`src/rtl/serial_adc_reader.sv`:
```
`timescale 1ns/1ps
module serial_adc_reader #(
  parameter int CLK_HZ      = 100_000_000,
  parameter int MIN_SCLK_HZ = 3_200_000,
  parameter int MAX_SCLK_HZ = 8_000_000,
  parameter int RES_BITS    = 12,
  parameter int LEAD_FALLS  = 4,
  parameter int DIV_W       = 8,
  parameter int NB_W        = $clog2(RES_BITS + 1)
) (
  input  logic                clk,
  input  logic                rst_n,
  input  logic                start,
  input  logic                burst,
  input  logic [DIV_W-1:0]    half_div,
  input  logic [NB_W-1:0]     bit_count,
  input  logic                adc_dout,
  output logic                adc_cs_n,
  output logic                adc_sclk,
  output logic                busy,
  output logic                sample_valid,
  output logic [RES_BITS-1:0] sample_data,
  output logic [NB_W-1:0]     sample_bits
);

  localparam int HALF_MIN     = (CLK_HZ + 2*MAX_SCLK_HZ - 1) / (2*MAX_SCLK_HZ);
  localparam int HALF_MAX     = CLK_HZ / (2*MIN_SCLK_HZ);
  localparam int LAST_HALF    = 2*(LEAD_FALLS + RES_BITS) + 1;
  localparam int IDX_W        = $clog2(LAST_HALF + 1);
  localparam int FIRST_SAMPLE = 2*LEAD_FALLS + 3;
  localparam int CNT_W        = DIV_W + 1;
  localparam int BP_W         = $clog2(RES_BITS);
  localparam logic [CNT_W-1:0] CNT_ONE = CNT_W'(1);

  typedef enum logic [1:0] {ST_IDLE, ST_FRAME, ST_GAP} state_t;

  state_t               state;
  logic [DIV_W-1:0]     half_len;
  logic [CNT_W-1:0]     cnt;
  logic [IDX_W-1:0]     hidx, end_idx;
  logic [BP_W-1:0]      bpos;
  logic [RES_BITS-1:0]  rx;

  logic [DIV_W-1:0]     req_half;
  logic [NB_W-1:0]      req_bits;
  logic [IDX_W-1:0]     nxt;
  logic                 take_bit;
  logic [RES_BITS-1:0]  rx_next;

  assign req_half = burst ? DIV_W'(HALF_MIN) :
                    (half_div < DIV_W'(HALF_MIN)) ? DIV_W'(HALF_MIN) :
                    (half_div > DIV_W'(HALF_MAX)) ? DIV_W'(HALF_MAX) : half_div;
  assign req_bits = (bit_count == '0 || bit_count > NB_W'(RES_BITS)) ? NB_W'(RES_BITS) : bit_count;
  assign nxt      = hidx + IDX_W'(1);
  assign take_bit = nxt[0] && (nxt >= IDX_W'(FIRST_SAMPLE));
  assign rx_next  = rx | (RES_BITS'(adc_dout) << bpos);
  assign busy     = (state != ST_IDLE);

  always_ff @(posedge clk) begin
    if (!rst_n) begin
      state        <= ST_IDLE;
      adc_cs_n     <= 1'b1;
      adc_sclk     <= 1'b0;
      sample_valid <= 1'b0;
      sample_data  <= '0;
      sample_bits  <= '0;
      half_len     <= DIV_W'(HALF_MIN);
      cnt          <= '0;
      hidx         <= '0;
      end_idx      <= '0;
      bpos         <= '0;
      rx           <= '0;
    end else begin
      sample_valid <= 1'b0;
      case (state)
        ST_IDLE: begin
          if (start) begin
            state    <= ST_FRAME;
            adc_cs_n <= 1'b0;
            half_len <= req_half;
            end_idx  <= IDX_W'(2*LEAD_FALLS + 1) + (IDX_W'(req_bits) << 1);
            sample_bits <= req_bits;
            cnt      <= {1'b0, req_half} - CNT_ONE;
            hidx     <= '0;
            bpos     <= BP_W'(RES_BITS - 1);
            rx       <= '0;
          end
        end
        ST_FRAME: begin
          if (cnt != '0) begin
            cnt <= cnt - CNT_ONE;
          end else begin
            cnt  <= {1'b0, half_len} - CNT_ONE;
            hidx <= nxt;
            if (take_bit) begin
              rx   <= rx_next;
              bpos <= bpos - BP_W'(1);
            end
            if (nxt == end_idx) begin
              state        <= ST_GAP;
              adc_cs_n     <= 1'b1;
              adc_sclk     <= 1'b0;
              sample_valid <= 1'b1;
              sample_data  <= rx_next;
              cnt          <= {half_len, 1'b0} - CNT_ONE;
            end else begin
              adc_sclk <= nxt[0];
            end
          end
        end
        ST_GAP: begin
          if (cnt != '0) cnt <= cnt - CNT_ONE;
          else           state <= ST_IDLE;
        end
        default: state <= ST_IDLE;
      endcase
    end
  end

  logic             sclk_q, cs_q;
  logic [IDX_W-1:0] chk_rises;
  logic [CNT_W-1:0] chk_hi;

  always_ff @(posedge clk) begin
    if (!rst_n) begin
      sclk_q    <= 1'b0;
      cs_q      <= 1'b1;
      chk_rises <= '0;
      chk_hi    <= '0;
    end else begin
      sclk_q <= adc_sclk;
      cs_q   <= adc_cs_n;
      if (cs_q && !adc_cs_n)        chk_rises <= '0;
      else if (adc_sclk && !sclk_q) chk_rises <= chk_rises + IDX_W'(1);
      chk_hi <= adc_sclk ? chk_hi + CNT_ONE : '0;
    end
  end

  AST_SCLK_IDLE: assert property (@(posedge clk) disable iff (!rst_n) adc_cs_n |-> !adc_sclk);
  AST_CS_GUARD: assert property (@(posedge clk) disable iff (!rst_n) $rose(adc_sclk) |-> (!adc_cs_n && !$past(adc_cs_n)));
  AST_SCLK_HIGH_WIDTH: assert property (@(posedge clk) disable iff (!rst_n) $fell(adc_sclk) |-> (chk_hi >= CNT_W'(HALF_MIN) && chk_hi <= CNT_W'(HALF_MAX)));
  AST_RISE_COUNT: assert property (@(posedge clk) disable iff (!rst_n) sample_valid |-> (chk_rises == IDX_W'(LEAD_FALLS) + IDX_W'(sample_bits)));
  AST_BITS_RANGE: assert property (@(posedge clk) disable iff (!rst_n) sample_valid |-> (sample_bits != '0 && sample_bits <= NB_W'(RES_BITS)));
  AST_ZERO_FILL: assert property (@(posedge clk) disable iff (!rst_n) sample_valid |-> ((sample_data & ({RES_BITS{1'b1}} >> sample_bits)) == '0));
  AST_FRAME_BUSY: assert property (@(posedge clk) disable iff (!rst_n) !adc_cs_n |-> busy);
  AST_VALID_AT_CS_RISE: assert property (@(posedge clk) disable iff (!rst_n) sample_valid |-> $rose(adc_cs_n));
  AST_VALID_PULSE: assert property (@(posedge clk) disable iff (!rst_n) sample_valid |=> !sample_valid);

endmodule

```
`config.mk`:
```
export PLATFORM = sky130hd
export DESIGN_NAME = serial_adc_reader
export DESIGN_NICKNAME = d
export VERILOG_FILES = /design/src/rtl/serial_adc_reader.sv
export SDC_FILE = /design/constraint.sdc
export NUM_CORES = 1
export LEC_CHECK = 0
export BUFFER_PORTS_ARGS = -buffer_cell sky130_fd_sc_hd__buf_2
export CAP_MARGIN = 10
export CORE_MARGIN = 2
export CORE_UTILIZATION = 59
export CTS_CLUSTER_DIAMETER = 80
export DETAILED_ROUTE_END_ITERATION = 16
export PLACE_DENSITY = 0.8
export RECOVER_POWER = 100
export SLEW_MARGIN = 10
export SYNTH_ARGS = -nofsm -noshare
export SYNTH_HDL_FRONTEND = slang
export SYNTH_SLANG_ARGS = --single-unit
```
`constraint.sdc`:
```
create_clock -name clk -period 2.9 [get_ports clk]
set_input_delay 0.87 -clock clk [delete_from_list [all_inputs] [get_ports clk]]
set_output_delay 0.87 -clock clk [all_outputs]
set_load 0.005 [all_outputs]
```
Word-level counts from Yosys, hierarchy flattened:

Cells that the tools add are included.

* bits in registers: 66

* bitwise operators: 4
* eq/ne operators: 9
* add/subtract/negate cells: 7
* shifts and indexed selects: 1
* reduce and logical (&&, ||, !) cells: 17
* muxes and demuxes: 31
* magnitude comparators: 4

Operators with widths (number)
* 12-bit two-way mux: 3
* 9-bit two-way mux: 4
* 9-bit one-hot mux with 3 select lines: 1
* 8-bit two-way mux: 3
* 12-bit one-hot mux with 2 select lines: 1
* 8-bit by 1-bit subtractor with 9-bit output (second input constant): 2
* 9-bit by 1-bit subtractor with 9-bit output (second input constant): 2
* 4-bit two-way mux: 4
* 6-bit two-way mux: 2
* 2-bit inequality test (second input constant): 6
* 12-bit OR: 1
* 6-bit one-hot mux with 2 select lines: 1
* 4-bit AND reduction: 3
* 1-bit by 4-bit left shift with 12-bit output: 1
* 3-bit AND reduction: 3
* 9-bit nonzero test: 1
* 8-bit by 4-bit greater-than comparator with 1-bit output (second input constant): 1
* 8-bit by 3-bit < comparator with 1-bit output (second input constant): 1
* 2-bit two-way mux: 4
* 4-bit one-hot mux with 2 select lines: 1
* 4-bit by 5-bit adder with 6-bit output (first input constant): 1
* 6-bit by 1-bit adder with 6-bit output (second input constant): 1
* 6-bit == test: 1
* 6-bit by 4-bit >= comparator with 1-bit output (second input constant): 1
* 16 further kinds: 24

Depth between registers and ports, before layout:

* word-level depth: 7
* gate-level depth with buffers: 11
* gate-level depth less buffers: 8

Least setup slack after synthesis:

Ideal clock, no wire load.

* kind: register to register
* start point: register hidx[0]
* end point: register cnt[1]
* data arrival time: 2247 ps
* clock period less this slack: 2307 ps
* cell stages (with the launch flop): 11
* required time: 2841 ps
* setup slack: 593 ps
* setup time: 59 ps
* cell sequence: dfxtp_1 -> buf_2 -> inv_1 -> ha_1 -> xnor2_1 -> a211oi_2 -> o211ai_2 -> or3_4 -> buf_6 -> o311ai_2 -> a32o_2

* longest elaborated chain between the ends: 5

RTL lines
* start: declaration: line 40 `logic [IDX_W-1:0] hidx, end_idx;`
* start signal: assignment: line 94 `hidx <= nxt;`
* 6-bit by 1-bit adder with 6-bit output: line 54 `assign nxt = hidx + IDX_W'(1);`
* 6-bit == test: line 99 `if (nxt == end_idx) begin`
* 9-bit two-way mux: line 99
* 9-bit two-way mux: line 90 `if (cnt != '0) begin`
* 9-bit one-hot mux with 3 select lines: line 75 `case (state)`
* end signal: assignment: line 91 `cnt <= cnt - CNT_ONE;`
* end signal: assignment: line 93 `cnt <= {1'b0, half_len} - CNT_ONE;`
* end signal: assignment: line 105 `cnt <= {half_len, 1'b0} - CNT_ONE;`
* end: declaration: line 39 `logic [CNT_W-1:0] cnt;`

No other way between the ends.
A chain may end at the register's enable or synchronous reset.

Worst setup path in the final report:

Ends and elaborated chain as after synthesis.

==> flow_results.xml <==
<?xml version="1.0" encoding="UTF-8"?>
<metrics>
  <group name="floorplanning">
    <metric name="floorplan.io_pins" unit="">37</metric>
    <metric name="die_area" unit="mm^2">0.006599</metric>
    <metric name="initial_core_utilization" unit="%">60.16</metric>
    <metric name="die_width" unit="um">81.24</metric>
    <metric name="placementRows" unit="">28</metric>
    <metric name="floorplan.core_area" unit="mm^2">0.005851</metric>
    <metric name="floorplan.die.height" unit="um">81.24</metric>
  </group>
  <group name="drt">
    <metric name="vias" unit="">3306</metric>
    <metric name="drt.antenna.violating_nets" unit="">0</metric>
    <metric name="avgRoutedWirePerCell" unit="um">15.87</metric>
    <metric name="post-route-drc-count" unit="">0</metric>
    <metric name="dr.pass1.iters" unit="">6</metric>
    <metric name="avgViaCountPerCell" unit="">6.134</metric>
    <metric name="detailedRoute.firstIterationViolations" unit="">228</metric>
    <metric name="detail_route.wirelength" unit="um">8552</metric>
  </group>
  <group name="placed_design">
    <metric name="dpl.hpwl" unit="um">6146</metric>
    <metric name="port_buffers" unit="">36</metric>
    <metric name="numPlacedInstances" unit="">523</metric>
    <metric name="globalplace.congestion" unit="">0.9280</metric>
    <metric name="placedInstanceArea" unit="mm^2">0.003730</metric>
  </group>
  <group name="timing">
    <metric name="timing.fmax" unit="MHz">366.2</metric>
    <metric name="worst_margin_slew" unit="ns">1.174</metric>
    <metric name="rsz0062_at_grt" unit="">no</metric>
    <metric name="timing.slew.headroom" unit="%">21.73</metric>
    <metric name="period_needed" unit="ns">2.731</metric>
    <metric name="timing.final.setup_violations" unit="">0</metric>
    <metric name="timing.final.max_slew_violations" unit="">0</metric>
    <metric name="setup_total_negative_slack" unit="ns">0</metric>
    <metric name="fin_crit_sh" unit="%">94.17</metric>
    <metric name="final-hold-violation-count" unit="">0</metric>
    <metric name="timing.clock.skew" unit="ns">0.008361</metric>
  </group>
  <group name="critical_path">
    <metric name="cp-end-kind" unit="">register</metric>
    <metric name="maximum_fanout_count_along_the_critical_path" unit="">11</metric>
    <metric name="crit_path_arrival_time" unit="ns">3.03</metric>
    <metric name="start_kind" unit="">register</metric>
    <metric name="cp_data_required_time" unit="ns">3.20</metric>
    <metric name="timing.setup.critical_path_class" unit="">reg -&gt; reg</metric>
  </group>
  <group name="status">
    <metric name="status" unit="">complete, no violations</metric>
  </group>
  <group name="cts">
    <metric name="worst_skew_pair.late_latency" unit="ns">0.35</metric>
    <metric name="clock_path_buffers" unit="">2</metric>
    <metric name="cts-buffers-inserted" unit="">9</metric>
    <metric name="ctsHtreeMaxLevel" unit="">3</metric>
    <metric name="cts_resized" unit="">0</metric>
    <metric name="numClockSinks" unit="">64</metric>
    <metric name="cts.clk_slew.worst_paths" unit="ns">0.08</metric>
    <metric name="post_cts_setup_buffers" unit="">0</metric>
    <metric name="ctsRootBufferMaster" unit="">sky130_fd_sc_hd__clkbuf_8</metric>
    <metric name="cts_hold_repair.buffers" unit="">0</metric>
    <metric name="clock_tree_from_tritoncts" unit="">yes</metric>
  </group>
  <group name="pwr">
    <metric name="ir_drop" unit="V">0.0005278</metric>
    <metric name="net-switching-power" unit="mW">1.398</metric>
    <metric name="comb_power_share" unit="%">38.8</metric>
    <metric name="power.density_cell_area" unit="mW/mm^2">909.8</metric>
    <metric name="pwr-share-clk" unit="%">29.4</metric>
    <metric name="power.share.switching" unit="%">38.84</metric>
    <metric name="internal_power" unit="mW">2.201</metric>
    <metric name="lkg_pwr" unit="nW">1.529</metric>
    <metric name="share_of_power_burned_in_registers" unit="%">31.9</metric>
  </group>
  <group name="synth">
    <metric name="synth_top_cells_by_area" unit="">sky130_fd_sc_hd__dfxtp_1 36%, sky130_fd_sc_hd__nor2_1 6.6%, sky130_fd_sc_hd__ha_1 4.3%</metric>
    <metric name="synth_cells" unit="">428</metric>
    <metric name="synth.net_count" unit="">457</metric>
    <metric name="post_synth_instance_area" unit="mm^2">0.003520</metric>
    <metric name="synth_seq_cells" unit="">64</metric>
    <metric name="yosysSeqAreaShare" unit="%">36.40</metric>
    <metric name="yosysUniqueCellTypes" unit="">69</metric>
    <metric name="yosys.area.top_type_share" unit="%">36.40</metric>
    <metric name="synth-edff-count" unit="">0</metric>
    <metric name="yosysWarnings" unit="">0</metric>
    <metric name="postSynth.asyncResetShare" unit="%">0</metric>
    <metric name="synth_area_leader_cell" unit="">sky130_fd_sc_hd__dfxtp_1</metric>
    <metric name="post_synth.cell_area_avg" unit="um^2">8.223</metric>
    <metric name="synthFlopType" unit="">sky130_fd_sc_hd__dfxtp_1</metric>
  </group>
  <group name="global_route">
    <metric name="maximum_number_of_pins_on_one_net_before_global_route_repair" unit="">25</metric>
    <metric name="grt_antenna_before_repair" unit="">0</metric>
    <metric name="global_route_wire_length_before_repair" unit="um">13700</metric>
    <metric name="grt_use_total" unit="%">26.98</metric>
    <metric name="grt_remaining_overflow" unit="">0</metric>
    <metric name="grt_pass1_vias" unit="">3087</metric>
  </group>
  <group name="min_path">
    <metric name="worstHoldPathType" unit="">reg -&gt; reg</metric>
  </group>
  <group name="final_layout">
    <metric name="num-nets-final" unit="">488</metric>
    <metric name="post-route-cell-area" unit="mm^2">0.003955</metric>
    <metric name="finish.cell_count_without_fillers" unit="">539</metric>
    <metric name="layout_area_overhead" unit="%">12.37</metric>
    <metric name="diodes" unit="">0</metric>
    <metric name="drive_above_1_share" unit="%">13.15</metric>
  </group>
  <group name="flow_run">
    <metric name="maxCapViolations" unit="">0</metric>
  </group>
</metrics>
==> state kept, by name (all words and copies together) (netlist names) <==
signal and cells:
cnt 9, sample_valid 1, bpos 4, adc_sclk 1, adc_cs_n 1, sample_data 12
sample_bits 4, end_idx 4, rx 12, half_len 8, hidx 6, state 2
==> placed cells by master (no fill, tap or decap), types with 8 or more instances in the layout <==
master and instances:
sky130_fd_sc_hd__a31oi_1 10, sky130_fd_sc_hd__inv_1 23, sky130_fd_sc_hd__nand3_1 10, sky130_fd_sc_hd__o21ai_0 13, sky130_fd_sc_hd__xor2_1 8, sky130_fd_sc_hd__nor3_1 22
sky130_fd_sc_hd__nand2_1 25, sky130_fd_sc_hd__clkbuf_1 17, sky130_fd_sc_hd__dfxtp_1 64, sky130_fd_sc_hd__clkbuf_8 10, sky130_fd_sc_hd__nor2_1 62, sky130_fd_sc_hd__ha_1 12
sky130_fd_sc_hd__a21oi_1 29, sky130_fd_sc_hd__buf_2 22, sky130_fd_sc_hd__a211oi_1 17
==> power by group through the flow <==
| stage | combinational [mW] | sequential (mW) | clock (mW) |
|---|---|---|---|
| finish | 1.39 | 1.15 | 1.06 |
| global route | 1.55 | 1.16 | 1.10 |
| CTS | 1.42 | 1.14 | 1.06 |
| detailed placement | 1.40 | 1.16 | 0 |
| global placement | 1.37 | 1.15 | 0 |
| floorplan | 1.12 | 1.10 | 0 |
==> critical path: stages (launching register included) <==
cell and delay, ns:
sky130_fd_sc_hd__dfxtp_1 0.49, sky130_fd_sc_hd__inv_1 0.15, sky130_fd_sc_hd__ha_1 0.34, sky130_fd_sc_hd__xnor2_1 0.16, sky130_fd_sc_hd__a211oi_2 0.19, sky130_fd_sc_hd__o211ai_1 0.26, sky130_fd_sc_hd__or3_4 0.51, sky130_fd_sc_hd__o311ai_0 0.40
sky130_fd_sc_hd__a32o_2 0.18
==> layout make-up <==
| type | count | area (um^2) |
|---|---|---|
| Multi-Input combinational cell | 315 | 1992 |
| Fill cell | 472 | 1896 |
| Sequential cell | 64 | 1281 |
| Timing Repair Buffer | 46 | 226.5 |
| Clock buffer | 10 | 137.6 |
| Clock inverter | 6 | 137.6 |
| Tap cell | 75 | 93.84 |
| Inverter | 23 | 86.33 |
==> per-layer routing <==
layer	wire [um]	GRT usage [%]
met1	3524	31.52
met2	4245	45.95
met3	556	6.556
met4	225	13.56
met5	0	0
==> stage by stage <==
stage / power, mW / hold WS, ns / utilization (%) / setup slack, ns
2_1_floorplan: 2.217 / 0.4374 / - / 0.5933
3_3_place_gp: 2.527 / 0.4400 / 63.75 / 0.4623
3_5_place_dp: 2.566 / 0.4605 / 63.75 / 0.3442
4_1_cts: 3.630 / 0.4780 / 68.46 / 0.3321
5_1_grt: 3.812 / 0.4925 / 67.60 / 0.1151
6_report: 3.598 / 0.4696 / 67.60 / 0.1691
==> path summary, 6_finish.rpt <==
kind,cells after the start,slack [ns],to,startpoint
worst max register to register,8,0.17,cnt[1]$_SDFFE_PN0P_,hidx[0]$_SDFFE_PN0P_
worst min-delay path,2,0.47,rx[0]$_SDFFE_PN0P_,rx[0]$_SDFFE_PN0P_
worst max-delay path,8,0.17,cnt[1]$_SDFFE_PN0P_,hidx[0]$_SDFFE_PN0P_
worst min register to register,2,0.47,rx[0]$_SDFFE_PN0P_,rx[0]$_SDFFE_PN0P_
==> cells in the mapped netlist, drive strengths merged, types with 3 or more instances <==
library cell	n
mux2	3
a21oi	30
nor2	63
nor4	5
o211ai	7
nand2b	4
dfxtp	64
xnor2	7
nand3b	7
and2	4
nand2	25
o21a	3
o22ai	4
ha	12
a41oi	3
or3	3
mux2i	4
nand4	4
nor3	24
a31oi	10
nor2b	3
nand3	11
a211oi	19
buf	12
o21ai	17
and3	5
inv	23
clkbuf	14
xor2	9
==> cells by family after synthesis <==
kind of cell	count (synthesis)	share of synthesized area, %
AND/OR/NAND/NOR	165	23.82
buffers and inverters	49	6.399
multiplexers	7	2.097
adder cells (fa/ha/maj)	12	4.266
flip-flops	64	36.40
AO/OA/AOI/OAI	115	22.82
XOR/XNOR	16	4.195
Power figures use the tool's default switching activity.
